<file path="src/rtl/alu_fn_pkg.sv">
package alu_fn_pkg;

  localparam int FUNC_W = 4;

  typedef enum logic [FUNC_W-1:0] {
    FN_ADD = 4'd0,
    FN_SUB = 4'd1,
    FN_AND = 4'd2,
    FN_XOR = 4'd3
  } alu_fn_e;

  typedef struct packed {
    logic zero;
    logic sign;
    logic ovf;
  } alu_flags_t;

  localparam alu_flags_t FLAGS_RST = '{zero: 1'b1, sign: 1'b0, ovf: 1'b0};

endpackage

</file>
<file path="src/rtl/alu_rst_sync.sv">
module alu_rst_sync #(
  parameter int STAGES = 2
) (
  input  logic clk,
  input  logic rst_n,
  output logic rst_n_sync
);

  logic [STAGES-1:0] sync_q;
  logic [STAGES-1:0] sync_d;

  always_comb begin
    sync_d = {sync_q[STAGES-2:0], 1'b1};
  end

  always_ff @(posedge clk or negedge rst_n) begin
    if (!rst_n) sync_q <= '0;
    else        sync_q <= sync_d;
  end

  assign rst_n_sync = sync_q[STAGES-1];

endmodule

</file>
<file path="src/rtl/alu_addsub.sv">
module alu_addsub #(
  parameter int W = 64
) (
  input  logic [W-1:0] a,
  input  logic [W-1:0] b,
  input  logic         sub,
  output logic [W-1:0] sum,
  output logic         ovf
);

  localparam int MSB = W - 1;

  logic [W-1:0] addend;

  // Subtraction is b + ~a + 1, so b stays the minuend.
  always_comb begin
    addend = sub ? ~a : a;
    sum    = b + addend + {{(W-1){1'b0}}, sub};
    ovf    = (addend[MSB] == b[MSB]) && (sum[MSB] != b[MSB]);
  end

endmodule

</file>
<file path="src/rtl/alu_bitwise.sv">
module alu_bitwise #(
  parameter int W = 64
) (
  input  logic [W-1:0] a,
  input  logic [W-1:0] b,
  input  logic         sel_xor,
  output logic [W-1:0] y
);

  for (genvar i = 0; i < W; i++) begin : g_bit
    assign y[i] = sel_xor ? (a[i] ^ b[i]) : (a[i] & b[i]);
  end

endmodule

</file>
<file path="src/rtl/alu_flag_eval.sv">
module alu_flag_eval
  import alu_fn_pkg::*;
#(
  parameter int W = 64
) (
  input  logic [W-1:0] res,
  input  logic         valid,
  input  logic         arith,
  input  logic         arith_ovf,
  output alu_flags_t   flags
);

  always_comb begin
    flags.zero = valid & ~(|res);
    flags.sign = valid & res[W-1];
    flags.ovf  = valid & arith & arith_ovf;
  end

endmodule

</file>
<file path="src/rtl/alu_flag_reg.sv">
module alu_flag_reg
  import alu_fn_pkg::*;
(
  input  logic       clk,
  input  logic       rst_n,
  input  logic       we,
  input  alu_flags_t d,
  output alu_flags_t q
);

  alu_flags_t q_nxt;

  always_comb begin
    q_nxt = q;
    if (we) q_nxt = d;
  end

  always_ff @(posedge clk or negedge rst_n) begin
    if (!rst_n) q <= FLAGS_RST;
    else        q <= q_nxt;
  end

  p_load_r9: assert property (@(posedge clk) disable iff (!rst_n)
    we |=> (q == $past(d)));

  p_hold_r10: assert property (@(posedge clk) disable iff (!rst_n)
    !we |=> $stable(q));

endmodule

</file>
<file path="src/rtl/alu_flagged.sv">
module alu_flagged
  import alu_fn_pkg::*;
#(
  parameter int DATA_W = 64
) (
  input  logic              clk,
  input  logic              rst_n,
  input  logic [DATA_W-1:0] op_a,
  input  logic [DATA_W-1:0] op_b,
  input  logic [FUNC_W-1:0] func,
  input  logic              flag_we,
  output logic [DATA_W-1:0] result,
  output logic              cand_zero,
  output logic              cand_sign,
  output logic              cand_ovf,
  output logic              flag_zero,
  output logic              flag_sign,
  output logic              flag_ovf
);

  logic              rst_n_sync;
  logic              is_add, is_sub, is_and, is_xor;
  logic              is_arith, is_logic, fn_valid;
  logic [DATA_W-1:0] arith_sum, logic_y;
  logic              arith_ovf;
  alu_flags_t        cand, held;

  alu_rst_sync #(.STAGES(2)) u_rst (
    .clk(clk), .rst_n(rst_n), .rst_n_sync(rst_n_sync)
  );

  always_comb begin
    is_add   = (func == FN_ADD);
    is_sub   = (func == FN_SUB);
    is_and   = (func == FN_AND);
    is_xor   = (func == FN_XOR);
    is_arith = is_add | is_sub;
    is_logic = is_and | is_xor;
    fn_valid = is_arith | is_logic;
  end

  alu_addsub #(.W(DATA_W)) u_addsub (
    .a(op_a), .b(op_b), .sub(is_sub), .sum(arith_sum), .ovf(arith_ovf)
  );

  alu_bitwise #(.W(DATA_W)) u_bitwise (
    .a(op_a), .b(op_b), .sel_xor(is_xor), .y(logic_y)
  );

  always_comb begin
    result = '0;
    if (is_arith)      result = arith_sum;
    else if (is_logic) result = logic_y;
  end

  alu_flag_eval #(.W(DATA_W)) u_flags (
    .res(result), .valid(fn_valid), .arith(is_arith),
    .arith_ovf(arith_ovf), .flags(cand)
  );

  alu_flag_reg u_flag_reg (
    .clk(clk), .rst_n(rst_n_sync), .we(flag_we), .d(cand), .q(held)
  );

  assign cand_zero = cand.zero;
  assign cand_sign = cand.sign;
  assign cand_ovf  = cand.ovf;
  assign flag_zero = held.zero;
  assign flag_sign = held.sign;
  assign flag_ovf  = held.ovf;

  p_no_ovf_r3: assert property (@(posedge clk) disable iff (!rst_n_sync)
    (func == FN_AND || func == FN_XOR) |-> !cand_ovf);

  p_zero_sign_r4: assert property (@(posedge clk) disable iff (!rst_n_sync)
    (func < 4'd4) |-> (cand_sign == result[DATA_W-1]) &&
                      (cand_zero == (result == '0)));

  p_ovf_arith_only_r5: assert property (@(posedge clk) disable iff (!rst_n_sync)
    cand_ovf |-> (func == FN_ADD || func == FN_SUB));

  p_nop_clear_r7: assert property (@(posedge clk) disable iff (!rst_n_sync)
    (func >= 4'd4) |-> (result == '0) && !cand_zero && !cand_sign && !cand_ovf);

endmodule

</file>
<file path="config.mk">
export PLATFORM = sky130hd
export DESIGN_NAME = alu_flagged
export DESIGN_NICKNAME = d
export VERILOG_FILES = /design/src/rtl/alu_fn_pkg.sv /design/src/rtl/alu_rst_sync.sv /design/src/rtl/alu_addsub.sv /design/src/rtl/alu_bitwise.sv /design/src/rtl/alu_flag_eval.sv /design/src/rtl/alu_flag_reg.sv /design/src/rtl/alu_flagged.sv
export SDC_FILE = /design/constraint.sdc
export NUM_CORES = 1
export LEC_CHECK = 0
export ABC_AREA = 1
export BUFFER_PORTS_ARGS = -buffer_cell sky130_fd_sc_hd__buf_2
export CORE_UTILIZATION = 40
export CTS_BUF_LIST = sky130_fd_sc_hd__clkbuf_8
export DETAILED_ROUTE_END_ITERATION = 16
export GPL_TIMING_DRIVEN = 0
export PLACE_DENSITY = 0.58
export SYNTH_ARGS = -nofsm -noshare
export SYNTH_HDL_FRONTEND = slang
export SYNTH_SLANG_ARGS = --single-unit
</file>
<file path="constraint.sdc">
create_clock -name clk -period 3.4 [get_ports clk]
set_clock_uncertainty 0.15 [all_clocks]
set_input_delay 0 -clock clk [delete_from_list [all_inputs] [get_ports clk]]
set_output_delay 0 -clock clk [all_outputs]
set_load 0.01 [all_outputs]
</file>
==> run_results.csv <==
group,metric,value,unit
outcome,status,"finished with violations",
outcome,violations,"setup timing",
sta,finalCritPeriodShare,1.05,
drt,routed_wl,48100,um
global_routing,grt_max_degree,11,
pwr,leakage,0.00711,uW
drt,ant_nets,0,
synth,synth_nets,2019,
floorplan,dieArea,0.0236,sq mm
global_routing,grt_pass1_wl,68800,um
global_routing,antenna_found_initial,1,
final_layout,post_route_cells_drive_above_1_share,0.361,
worst_setup_path,critical_path_arrival,3440,ps
place,dp_slack,-1640,ps
sta,worstMarginPinSlew,1070,ps
worst_setup_path,startpoint_type,"input pin",
drt,drc_errors,0,
run,maxCapViolCount,0,
sta,finalCriticalPeriod,3590,ps
worst_setup_path,crit_type,"in -> out",
sta,tns,-290,ps
synth,synth_top_area_share,0.237,
floorplan,fp.dieH,154,um
worst_setup_path,worst-path-max-fanout,6,
synth,synth_edf_count,0,
sta,rsz0062_at_grt,"yes",
drt,wl_per_cell,20.6,um
synth,avgSynthCellArea,5.27,sq um
clock_network,tritoncts,"built",
final_layout,utilization,0.594,
synth,synth_most_common_cell,"nand2_1",
place,place.gp.congestion,1.04,
clock_network,ctsRootBufferMaster,"clkbuf_8",
floorplan,io_pins,205,
sta,finalHoldViolations,0,
global_routing,grt_pass1_vias,11800,
clock_network,clkTransAtPathRegs,30,ps
synth,ys_top_cells_by_count,"nand2_1, inv_1, nor2_1, ha_1, nand3_1",
synth,synth_seq_cells,5,
floorplan,die_w,154,um
drt,vias,13000,
worst_setup_path,endpoint_kind,"output pin",
drt,drt-initial-drc-count,1253,
synth,synth_area_leaders,"nand2_1, ha_1, inv_1, nor2_1, nand3_1",
drt,drtPass1Iterations,5,
synth,synth_top_cell_by_area,"nand2_1",
clock_network,clockBufferDepth,2,
sta,maxSlewViolCount,0,
place,port_buffers,204,
worst_setup_path,worstPathRequired,3250,ps
synth,async_flop_share,1.00,
clock_network,h-tree-depth,1,
clock_network,clkSinkCount,5,
global_routing,grt_overflow,0,
final_layout,fillers,2290,
synth,netlist_instances,1750,
floorplan,coreArea,0.0226,sq mm
sta,setup_slack,-187,ps
clock_network,cts_inserted_buffers,3,
place,dp_hpwl,38800,um
global_routing,grt_usage,0.387,
synth,yosysWarnings,0,
final_layout,fin_area,0.0135,sq mm
final_layout,diodes,0,
drt,viasPerCell,5.54,
sta,max-slew-margin-rel,0.284,
clock_network,insertion_delay,220,ps
floorplan,rows,55,
synth,syn_area,0.00921,sq mm
final_layout,final_net_count,2325,
sta,fmax,279,MHz
final_layout,syn2layout_area_growth,46.1,%
worst_hold_path,hp-class,"reg -> async",
synth,synthFlopType,"dfrtp_1",
sta,finalSetupViolCount,2,
pwr,ir_worst_vdd,129,uV
synth,synth-seq-area-share,0.0137,
synth,synth_cell_types,51,
place,place_area,0.0106,sq mm
pwr,power_density,212,mW/mm^2
floorplan,start_util,0.407,
## cells by family (layout without fill, tap and decap cells)
family | Yosys count | after routing | share of synthesized area
compound gates | 183 | 183 | 0.112
xor+xnor | 66 | 66 | 0.0627
fa+ha+maj | 134 | 134 | 0.183
buf+inv | 286 | 589 | 0.118
flops | 5 | 5 | 0.0137
other cells | 1 | 1 | 0.000407
simple gates | 1075 | 1077 | 0.510
## metal layers
metal | GRT usage | up-vias | share of wire | routed length, um
li1 | - | 6187 | - | -
met2 | 0.595 | 648 | 0.42 | 20300
met5 | 0 | - | 0.00027 | 13
met3 | 0.0806 | 88 | 0.11 | 5420
met4 | 0.0990 | 2 | 0.031 | 1510
met1 | 0.545 | 6041 | 0.43 | 20900
## placed cells by master (no fill, tap or decap), drive strengths merged, types with 3 or more instances in the layout
cell type,Yosys,final
nor4,4,4
a21oi,80,80
nand2,625,627
dfrtp,4,4
or2,3,3
inv,253,254
ha,133,133
nand3b,18,18
o21a,4,4
nand3,120,120
a21o,4,4
and2,4,4
dlygate4sd3,0,4
clkbuf,18,20
buf,13,309
o21bai,14,14
nand4,27,27
nor3,23,23
o21ai,73,73
nor2,249,249
xor2,5,5
xnor2,61,61
## timing repair
action                                 CTS  global route
hold buffers                             4             0
setup endpoints to repair               60             5
resized for setup                      200           266
setup buffers                           44            43
pin swaps                               78           117
endpoints found under the hold margin    7             0
gates cloned                             3             3
## registers in the layout, indices dropped and copies added, names as in the netlist
signal and flops:
u_rst.sync_q 2, u_flag_reg.q 3
## critical path: stages
cell	delay [ps]
buf_2	110
nor2_4	120
buf_12	160
nand2_8	100
clkbuf_16	210
xnor2_4	140
ha_4	290
buf_6	110
nand2_8	60
nor2_4	160
and2_4	180
nand2_2	80
nand3_4	120
nand3_2	100
nand2_2	80
nand2_1	60
nand3_2	130
nand2_2	90
nor3_4	320
nand4_1	180
nor3_2	260
nand3_2	130
nor2_2	90
buf_2	140
## stage by stage
stage | hold WS (ps) | power [uW] | std cells
6_report | 35.3 | 2860 | 2340
5_1_grt | 53.6 | 3040 | 2340
4_1_cts | 44.6 | 2400 | 2294
3_5_place_dp | -364 | 2010 | 2239
3_3_place_gp | -364 | 2000 | 2239
2_1_floorplan | -446 | 1310 | 1750
## area by class of cell
| class | instances | area (sq um) | share of cell area |
|---|---|---|---|
| clock inverter | 1 | 3.75 | 0.000279 |
| inverter | 255 | 962 | 0.0715 |
| sequential | 5 | 126 | 0.00939 |
| clock buffer | 3 | 41.3 | 0.00307 |
| timing repair buffer | 299 | 1870 | 0.139 |
| multi-input combinational | 1461 | 9870 | 0.733 |
| buffer | 31 | 233 | 0.0173 |
| tap | 285 | 357 | 0.0265 |
## path summary, 6_finish.rpt
path                            cells after the start  slack [ps]                      start                           to
max in group asynchronous                           3        2500                      rst_n    u_rst.sync_q[0]$_DFF_PN0_
worst min-delay path                                0          40  u_rst.sync_q[1]$_DFF_PN0_  u_flag_reg.q[2]$_DFFE_PN1P_
worst max register to register                      1        2540  u_rst.sync_q[1]$_DFF_PN0_  u_flag_reg.q[1]$_DFFE_PN0P_
worst max-delay path                               24        -190                    func[3]                    cand_zero
min in group clk                                    5          80                   op_b[63]  u_flag_reg.q[0]$_DFFE_PN0P_
worst min register to register                      0          40  u_rst.sync_q[1]$_DFF_PN0_  u_flag_reg.q[2]$_DFFE_PN1P_
## power breakdown
part           internal [uW]  switching [uW]  total, uW
sequential              64.7            1.94       66.6
clock                   77.4            29.4        107
combinational           1020            1660       2680
Note: power is estimated with default switching activity, not from simulation.
